### config.mk
export PLATFORM = sky130hd
export DESIGN_NAME = regbank_top
export DESIGN_NICKNAME = d
export VERILOG_FILES = /design/src/rtl/regbank_pkg.sv /design/src/rtl/regbank_decode.sv /design/src/rtl/regbank_cell.sv /design/src/rtl/regbank_top.sv
export SDC_FILE = /design/constraint.sdc
export NUM_CORES = 1
export LEC_CHECK = 0
export ABC_AREA = 1
export BUFFER_PORTS_ARGS = -buffer_cell sky130_fd_sc_hd__clkbuf_2
export CORE_MARGIN = 3
export CORE_UTILIZATION = 45
export DETAILED_ROUTE_END_ITERATION = 8
export HOLD_SLACK_MARGIN = 0.15
export PLACE_DENSITY = 0.69
export SYNTH_ARGS = -nofsm -noshare
export SYNTH_HDL_FRONTEND = slang
export SYNTH_SLANG_ARGS = --single-unit
### constraint.sdc
create_clock -name clk -period 2.9 [get_ports clk]
set_input_delay 0.29 -clock clk [delete_from_list [all_inputs] [get_ports clk]]
set_output_delay 0.29 -clock clk [all_outputs]
set_load 0.01 [all_outputs]
### src/rtl/regbank_pkg.sv
`timescale 1ns/1ps
package regbank_pkg;

    localparam int DW    = 32;
    localparam int IDX_W = 8;

    // fixed register slots, one slot = 16 bytes
    localparam int SLOT_CTRL = 0;
    localparam int SLOT_MODE = 1;
    localparam int SLOT_STAT = 2;
    localparam int SLOT_KICK = 3;

    typedef enum logic [1:0] {
        ALIAS_PLAIN = 2'd0,
        ALIAS_SET   = 2'd1,
        ALIAS_CLR   = 2'd2,
        ALIAS_TOG   = 2'd3
    } alias_e;

    typedef enum logic [1:0] {
        PERM_RW = 2'd0,
        PERM_RO = 2'd1,
        PERM_WO = 2'd2
    } perm_e;

    typedef enum logic [2:0] {
        TGT_NONE = 3'd0,
        TGT_CTRL = 3'd1,
        TGT_MODE = 3'd2,
        TGT_STAT = 3'd3,
        TGT_KICK = 3'd4,
        TGT_CHAN = 3'd5
    } tgt_e;

    typedef struct packed {
        tgt_e             tgt;
        alias_e           kind;
        logic [IDX_W-1:0] idx;
    } dec_t;

    function automatic logic [DW-1:0] alias_apply(
        input logic [DW-1:0] old_v,
        input logic [DW-1:0] wd,
        input alias_e        kind
    );
        logic [DW-1:0] r;
        case (kind)
            ALIAS_SET: r = old_v | wd;
            ALIAS_CLR: r = old_v & ~wd;
            ALIAS_TOG: r = old_v ^ wd;
            default:   r = wd;
        endcase
        return r;
    endfunction

    function automatic perm_e perm_of(input tgt_e t);
        perm_e p;
        case (t)
            TGT_STAT: p = PERM_RO;
            TGT_KICK: p = PERM_WO;
            default:  p = PERM_RW;
        endcase
        return p;
    endfunction

endpackage

### src/rtl/regbank_decode.sv
`timescale 1ns/1ps
module regbank_decode
    import regbank_pkg::*;
#(
    parameter int ADDR_W    = 12,
    parameter int NCHAN     = 4,
    parameter int CHAN_BASE = 256,
    parameter int CHAN_STEP = 16
) (
    input  logic [ADDR_W-1:0] paddr,
    output dec_t              dec
);
    localparam int SLOT_W     = ADDR_W - 4;
    localparam int CHAN_SLOT0 = CHAN_BASE / 16;
    localparam int CHAN_SSTEP = CHAN_STEP / 16;

    logic [SLOT_W-1:0] slot;
    alias_e            kind;
    logic              aligned;

    assign slot    = paddr[ADDR_W-1:4];
    assign kind    = alias_e'(paddr[3:2]);
    assign aligned = (paddr[1:0] == 2'b00);

    always_comb begin
        dec      = '0;
        dec.tgt  = TGT_NONE;
        dec.kind = kind;
        if (aligned) begin
            if (slot == SLOT_W'(SLOT_CTRL))      dec.tgt = TGT_CTRL;
            else if (slot == SLOT_W'(SLOT_MODE)) dec.tgt = (kind == ALIAS_PLAIN) ? TGT_MODE : TGT_NONE;
            else if (slot == SLOT_W'(SLOT_STAT)) dec.tgt = TGT_STAT;
            else if (slot == SLOT_W'(SLOT_KICK)) dec.tgt = TGT_KICK;
            for (int i = 0; i < NCHAN; i++) begin
                if (slot == SLOT_W'(CHAN_SLOT0 + i * CHAN_SSTEP)) begin
                    dec.tgt = TGT_CHAN;
                    dec.idx = IDX_W'(i);
                end
            end
        end
    end

    initial begin
        a_r10_step_ok: assert (CHAN_STEP % 16 == 0 && CHAN_STEP >= 16);
    end

endmodule

### src/rtl/regbank_cell.sv
`timescale 1ns/1ps
module regbank_cell
    import regbank_pkg::*;
(
    input  logic          clk,
    input  logic          rst,
    input  logic          we,
    input  alias_e        kind,
    input  logic [DW-1:0] wd,
    output logic [DW-1:0] q
);
    always_ff @(posedge clk) begin
        if (rst)     q <= '0;
        else if (we) q <= alias_apply(q, wd, kind);
    end

    a_r2_plain_write: assert property (@(posedge clk) disable iff (rst)
        we && kind == ALIAS_PLAIN |=> q == $past(wd));
    a_r3_set_bits: assert property (@(posedge clk) disable iff (rst)
        we && kind == ALIAS_SET |=> q == ($past(q) | $past(wd)));
    a_r4_clear_bits: assert property (@(posedge clk) disable iff (rst)
        we && kind == ALIAS_CLR |=> q == ($past(q) & ~$past(wd)));
    a_r5_toggle_bits: assert property (@(posedge clk) disable iff (rst)
        we && kind == ALIAS_TOG |=> q == ($past(q) ^ $past(wd)));
    a_r6_hold_without_write: assert property (@(posedge clk) disable iff (rst)
        !we |=> $stable(q));

endmodule

### src/rtl/regbank_top.sv
`timescale 1ns/1ps
module regbank_top
    import regbank_pkg::*;
#(
    parameter int ADDR_W    = 12,
    parameter int NCHAN     = 4,
    parameter int CHAN_BASE = 256,
    parameter int CHAN_STEP = 16
) (
    input  logic                clk,
    input  logic                rst,
    input  logic                psel,
    input  logic                penable,
    input  logic                pwrite,
    input  logic [ADDR_W-1:0]   paddr,
    input  logic [DW-1:0]       pwdata,
    output logic [DW-1:0]       prdata,
    output logic                pslverr,
    input  logic [DW-1:0]       status_in,
    output logic [DW-1:0]       ctrl_o,
    output logic [DW-1:0]       mode_o,
    output logic [DW-1:0]       kick_o,
    output logic [NCHAN*DW-1:0] chan_o
);
    dec_t          dec;
    perm_e         perm;
    logic          access, illegal, wr_ok, rd_ok;
    logic          we_ctrl, we_mode, we_kick;
    logic [NCHAN-1:0] we_chan;
    logic [DW-1:0] stat_q;
    logic [DW-1:0] chan_q [NCHAN];
    logic [DW-1:0] rmux;

    regbank_decode #(
        .ADDR_W(ADDR_W), .NCHAN(NCHAN),
        .CHAN_BASE(CHAN_BASE), .CHAN_STEP(CHAN_STEP)
    ) u_dec (
        .paddr(paddr),
        .dec  (dec)
    );

    assign access  = psel && penable;
    assign perm    = perm_of(dec.tgt);
    assign illegal = (dec.tgt == TGT_NONE)
                   || (pwrite  && perm == PERM_RO)
                   || (!pwrite && perm == PERM_WO);
    assign wr_ok   = access && pwrite && !illegal;
    assign rd_ok   = access && !pwrite && !illegal;

    assign we_ctrl = wr_ok && dec.tgt == TGT_CTRL;
    assign we_mode = wr_ok && dec.tgt == TGT_MODE;
    assign we_kick = wr_ok && dec.tgt == TGT_KICK;

    regbank_cell u_ctrl (
        .clk(clk), .rst(rst), .we(we_ctrl), .kind(dec.kind), .wd(pwdata), .q(ctrl_o));
    regbank_cell u_mode (
        .clk(clk), .rst(rst), .we(we_mode), .kind(ALIAS_PLAIN), .wd(pwdata), .q(mode_o));
    regbank_cell u_kick (
        .clk(clk), .rst(rst), .we(we_kick), .kind(dec.kind), .wd(pwdata), .q(kick_o));

    for (genvar g = 0; g < NCHAN; g++) begin : g_chan
        assign we_chan[g] = wr_ok && dec.tgt == TGT_CHAN && dec.idx == IDX_W'(g);
        regbank_cell u_cell (
            .clk(clk), .rst(rst), .we(we_chan[g]), .kind(dec.kind),
            .wd(pwdata), .q(chan_q[g]));
        assign chan_o[g*DW +: DW] = chan_q[g];
    end

    // hardware status is sampled every edge
    always_ff @(posedge clk) begin
        if (rst) stat_q <= '0;
        else     stat_q <= status_in;
    end

    always_comb begin
        rmux = '0;
        case (dec.tgt)
            TGT_CTRL: rmux = ctrl_o;
            TGT_MODE: rmux = mode_o;
            TGT_STAT: rmux = stat_q;
            TGT_CHAN: begin
                for (int i = 0; i < NCHAN; i++)
                    if (dec.idx == IDX_W'(i)) rmux = chan_q[i];
            end
            default:  rmux = '0;
        endcase
    end

    assign prdata  = rd_ok ? rmux : '0;
    assign pslverr = access && illegal;

    a_r11_error_keeps_state: assert property (@(posedge clk) disable iff (rst)
        pslverr |=> $stable(ctrl_o) && $stable(mode_o) && $stable(kick_o) && $stable(chan_o));
    a_r11_error_reads_zero: assert property (@(posedge clk) disable iff (rst)
        pslverr |-> prdata == '0);
    a_r12_idle_quiet: assert property (@(posedge clk) disable iff (rst)
        !(psel && penable) |-> !pslverr && prdata == '0);
    a_r12_idle_no_update: assert property (@(posedge clk) disable iff (rst)
        !(psel && penable) |=> $stable(ctrl_o) && $stable(mode_o) && $stable(kick_o) && $stable(chan_o));
    a_r10_single_target: assert property (@(posedge clk) disable iff (rst)
        $onehot0({we_ctrl, we_mode, we_kick, we_chan}));
    a_r1_reset_clean: assert property (@(posedge clk)
        $past(rst) |-> ctrl_o == '0 && mode_o == '0 && kick_o == '0 && chan_o == '0);

endmodule

==> results of run 1 <==
## registers in the layout (all words and copies together), names as in the netlist
| register | cells |
|---|---|
| u_ctrl.q | 32 |
| stat_q | 32 |
| u_kick.q | 32 |
| g_chan.u_cell.q | 128 |
| u_mode.q | 32 |
## power breakdown
group / internal (mW) / total (mW) / leakage (nW) / switching, mW
Clock: 2.63 / 4.38 / 0.568 / 1.75
Sequential: 3.54 / 3.55 / 2.07 / 0.00675
Combinational: 0.359 / 1.01 / 9.10 / 0.654
## synth_stat cells (all sizes together)
cell type    n
nand2      602
nor2       538
ha         384
inv        347
dfxtp      256
nand3      178
o21ai      137
clkbuf     109
a21oi       90
a211oi      78
buf         70
o2111ai     64
o2111a      50
a22oi       32
o211ai      24
nand4        5
o221ai       5
a31oi        1
## how the worst min path moves through the flow
| stage | start | depth (start not counted) | endpoint |
|---|---|---|---|
| 2_1_floorplan | status_in[0] | 2 | stat_q[0]$_SDFF_PP0_ |
| 3_3_place_gp | status_in[26] | 3 | stat_q[26]$_SDFF_PP0_ |
| 3_5_place_dp | status_in[25] | 3 | stat_q[25]$_SDFF_PP0_ |
| 4_1_cts | rst | 4 | u_ctrl.q[1]$_SDFFE_PP0P_ |
| 5_1_grt | rst | 4 | u_ctrl.q[4]$_SDFFE_PP0P_ |
| 6_report | rst | 4 | u_ctrl.q[1]$_SDFFE_PP0P_ |
## final cells by class
class,count,area (µm²)
Clock buffer,51,1069
Clock inverter,8,65.06
Sequential cell,256,5125
Inverter,347,1313
Fill cell,4310,20250
Multi-Input combinational cell,2188,13490
Timing Repair Buffer,437,2745
Tap cell,592,740.7
## kinds of logic (layout without fill, tap and decap cells)
kind of cell    count (synthesis)  in the layout  share of synthesized area
simple gates                 1323           1323                     0.2567
buf+inv                       526            843                     0.1023
compound gates                481            481                     0.1605
fa+ha+maj                     384            384                     0.2325
flops                         256            256                     0.2480
## worst max-delay path: cells and delay by family
| family | cells | cell delay (ns) |
|---|---|---|
| AOI/OAI and AO/OA | 2 | 0.29 |
| and+or+nand+nor | 6 | 0.86 |
| buffers and inverters | 6 | 0.87 |
## through the flow
stage	cell area [µm²]	std cells
final	24550	3879
after global routing	24550	3879
after CTS	24550	3879
after detailed placement	23090	3788
after global placement	23090	3788
after floorplan	20660	2970
## metal layers
metal	global-route usage	vias up
li1	-	10310
met1	0.3702	10380
met2	0.5379	900
met3	0.05163	203
met4	0.1455	0
met5	0	-
==> impl_metrics.ini, run 1 <==
[outcome]
status = finished clean

[yosys]
syn_area_mm2 = 0.02066
synth-seq-cells = 256
syn_area_per_cell_um2 = 6.958
synth_seq_area_share = 0.2480
synthCells = 2970
yosys.area.top_type = dfxtp_1
synth_top_area_frac = 0.2480
ys_types = 29
yosys_warnings = 0
synth_top_cells_by_area = dfxtp_1, ha_1, nand2_1, nor2_1, inv_1
synth_fp_nets = 3435

[routing]
drt-initial-drc-count = 1887
postRouteAntennaNets = 0
drc = 0
via_per_inst = 5.618
met1Wirelength_um = 30390
route.vias.total = 21790
wl_per_cell_um = 19.83
dr_wl_met3_um = 5734
wl_um = 76930
met2_length_um = 37170
top_layer = met4
first_pass_iters = 7

[clock_network]
cts_htree_levels = 2
post_cts_buffers = 0
clock-sinks = 256
cts_buffers = 34
cts.clk_slew.worst_paths_ns = 0.06
clk_path_buf_depth = 3
clk_latency_ns = 0.54
root_buffer = clkbuf_16
cts_tree = done
cts_hold_buf = 32
cts_repair_resize_count = 0

[pwr]
power_density_mw_per_mm2 = 364.1
vdd_drop_max_mv = 0.3757
p_leak_nw = 11.74
power_mw = 8.937

[sta]
finalSetupViolCount = 0
min_period_over_period = 0.9148
hold_violations = 0
max_slew_margin = 0.3343
whs_ns = 0.2206
finClkSkew_ns = 0
fmax_mhz = 376.9
rsz0062_at_grt = false
finalSetupTns_ns = 0
fin_crit_ns = 2.653
worst_pin_slew_ns = 0.9970
layout_setup_ws_ns = 0.2470
finalMaxSlewViolations = 0

[floorplan]
die_height_um = 220.3
start_util = 0.4613
io_pins = 338
dieWidth_um = 220.3
rows = 77
fp.dieArea_mm2 = 0.04853
core-area_mm2 = 0.04480

[worst_setup_path]
r2r_start = g_chan[3].u_cell.q[13]$_SDFFE_PP0P_
critical_path_class = in -> out
r2r_slack_ns = 1.48
cp_slowest_cell = nor2_1
worstSetupEndpoint = prdata[18]
startpoint = paddr[2]
crit_chain = clkbuf_2, nor2_1, nand3_1, o21ai_1, nand2_1, inv_1, nand2_1, inv_2, buf_12, a22oi_1, nand3_1, nand2_1, inv_1, clkbuf_2
crit_path_start_kind = input pin
r2r-end = g_chan[3].u_cell.q[13]$_SDFFE_PP0P_
worst_ep_arrival_time_ns = 2.36
cp_slowest_stage_delay_ns = 0.33
cpMostUsedCell = nand2_1
crit_fanout = 22
endpoint_kind = output port
reg2reg_depth = 6
cp.required_ns = 2.61

[finish]
diodes = 0
drive_above_1_share = 0.1509
layout_common_cells = nand2_1, nor2_1, ha_1
final_common_cell = nand2_1
fin_util = 0.5479
syn2layout_area_growth_pct = 18.78
nets = 3729

[global_route]
grt_max_degree = 104
globalRouteOverflowTotal = 0
antenna_found_initial = 0
grt_first_pass_wirelength_um = 118400
grt_pass1_vias = 21320
grt_use_total = 0.3086

[job]
maxCapViolCount = 0

[placed_design]
post-dp-hpwl_um = 52280
dpl_worst_slack_ns = 0.2520
place.gp.congestion = 0.8596
port_buffers = 337

[hold_path]
worstHoldPathType = in -> reg
No activity file was read; power rests on OpenSTA's default activity.
==> run 2, diff against run 1 <==
--- a/config.mk
+++ b/config.mk
@@ -5,7 +5,7 @@
 export SDC_FILE = /design/constraint.sdc
 export NUM_CORES = 1
 export LEC_CHECK = 0
-export ABC_AREA = 1
+export ABC_AREA = 0
 export BUFFER_PORTS_ARGS = -buffer_cell sky130_fd_sc_hd__clkbuf_2
 export CORE_MARGIN = 3
 export CORE_UTILIZATION = 45
==> impl_metrics.ini, run 2 <==
[global_route]
antenna_found_initial = 2
globalRouteOverflowTotal = 0
grt_use_total = 0.2832
grt_max_degree = 117
grt_first_pass_wirelength_um = 113600
grt_pass1_vias = 19960

[placed_design]
post-dp-hpwl_um = 48920
place.gp.congestion = 0.8431
port_buffers = 337

[outcome]
status = finished clean

[sta]
hold_violations = 0
fin_crit_ns = 2.824
finClkSkew_ns = 0
max_slew_margin = 0.2696
rsz0062_at_grt = false
min_period_over_period = 0.9736
finalSetupViolCount = 0
fmax_mhz = 354.2
finalMaxSlewViolations = 0
worst_pin_slew_ns = 1.096

[worst_setup_path]
critical_path_class = in -> out
crit_chain = clkbuf_2, or4_4, or4_2, or3_4, buf_16, o22ai_2, clkbuf_2
endpoint_kind = output port
crit_fanout = 16
worst_ep_arrival_time_ns = 2.53
r2r_slack_ns = 1.45
cp.required_ns = 2.61
crit_path_start_kind = input pin
cpMostUsedCell = clkbuf_2
cp_slowest_cell = or4_2
cp_slowest_stage_delay_ns = 0.64

[routing]
drt-initial-drc-count = 1617
route.vias.total = 20260
via_per_inst = 5.841
wl_per_cell_um = 21.42
first_pass_iters = 5
drc = 0
postRouteAntennaNets = 0
wl_um = 74320

[clock_network]
clk_latency_ns = 0.58
post_cts_buffers = 0
clk_path_buf_depth = 3
cts_tree = done
cts.clk_slew.worst_paths_ns = 0.06
root_buffer = clkbuf_16
clock-sinks = 256
cts_buffers = 31
cts_htree_levels = 1

[yosys]
synthCells = 2548
ys_types = 35
synth_fp_nets = 3013
synth_commonest_cells = ha_1, a21oi_1, a211oi_1, dfxtp_1, inv_1
synth_most_common_cell = ha_1
synth_ff_type = dfxtp_1
synth-seq-cells = 256
synth_seq_area_share = 0.2399
synth_edf_count = 0
yosys_warnings = 0
synth_top_area_frac = 0.2399
async_reset_ff_frac = 0
syn_area_per_cell_um2 = 8.385
synth_top_cells_by_area = dfxtp_1, ha_1, mux2i_1, a211oi_1, a21oi_1
syn_area_mm2 = 0.02137
yosys.area.top_type = dfxtp_1

[job]
maxCapViolCount = 0

[pwr]
p_leak_nw = 10.74
power_mw = 8.529
power_density_mw_per_mm2 = 336.7
vdd_drop_max_mv = 0.3975

[floorplan]
fp.dieArea_mm2 = 0.05013
dieWidth_um = 223.9
die_height_um = 223.9
core-area_mm2 = 0.04675
io_pins = 338
start_util = 0.4570
rows = 79

[finish]
syn2layout_area_growth_pct = 18.54
regMostFlops = g_chan.u_cell.q
layout_common_cells = ha_1, clkbuf_2, a21oi_1
nets = 3311
fin_util = 0.5417
multi_input_area_mm2 = 0.01467
final_common_cell = ha_1
fillers = 4265
seq_area_mm2 = 0.005125
drive_above_1_share = 0.1940
largest_reg_flops = 128

[hold_path]
worstHoldPathType = in -> reg
## run 2: metrics by stage
| step | TNS, ns | instances | hold slack, ns | area (µm²) | setup WS [ns] |
|---|---|---|---|---|---|
| after global placement | -2.081 | 3355 | 0.4524 | 23740 | -0.1150 |
| after CTS | 0 | 3468 | 0.1859 | 25320 | 0.05437 |
| after global routing | 0 | 3468 | 0.2275 | 25320 | 0.005793 |
| after floorplan | 0 | 2548 | 0.4182 | 21370 | 0.4351 |
| after detailed placement | -3.105 | 3355 | 0.4648 | 23740 | -0.1418 |
| final | 0 | 3469 | 0.2106 | 25330 | 0.07648 |
## run 2: timing repair
item / in CTS / in global routing
hold endpoints to repair: 64 / 0
gates resized for setup: 3 / 0
hold buffers: 64 / 0
setup endpoints to repair: 32 / 4
pin swaps: 0 / 1
gates cloned: 1 / 0
## run 2: power by group
part / switching, mW / total, mW / internal, mW / leakage [nW]
Sequential: 0.00783 / 3.55 / 3.54 / 2.07
Combinational: 0.763 / 1.28 / 0.515 / 8.22
Clock: 1.62 / 3.70 / 2.08 / 0.444
## run 2: area by class of cell
type                       count  area share
tap                          607     0.02999
inverter                     225     0.03335
sequential                   256      0.2024
antenna                        1  0.00009880
timing repair buffer         466      0.1191
multi-input combinational   1866      0.5793
clock buffer                  46     0.03522
clock inverter                 2   0.0005434
## run 2: worst paths after layout
check | cells past startpoint | end | from
setup / recovery | 7 | prdata[24] | paddr[7]
hold / removal | 3 | u_ctrl.q[12]$_SDFFE_PP0P_ | paddr[3]
setup reg to reg | 5 | u_ctrl.q[31]$_SDFFE_PP0P_ | u_ctrl.q[31]$_SDFFE_PP0P_
hold reg to reg | 2 | u_mode.q[4]$_SDFFE_PP0P_ | u_mode.q[4]$_SDFFE_PP0P_
## run 2: critical path, delay by kind of cell
family	cells	cell delay [ns]
simple gates	3	1.62
compound gates	1	0.14
buf+inv	3	0.46
## run 2: cells by family after synthesis
| family | count (synthesis) | synth area share |
|---|---|---|
| mux | 288 | 0.1387 |
| simple gates | 455 | 0.1040 |
| flops | 256 | 0.2399 |
| fa+ha+maj | 384 | 0.2249 |
| buf+inv | 426 | 0.07631 |
| compound gates | 739 | 0.2163 |
## run 2: metal layers
metal	up-vias	wire length, µm	GRT usage
li1	9507	-	-
met5	-	26	0
met3	169	6042	0.06264
met2	759	34180	0.4679
met4	4	3104	0.1087
met1	9825	30960	0.3616
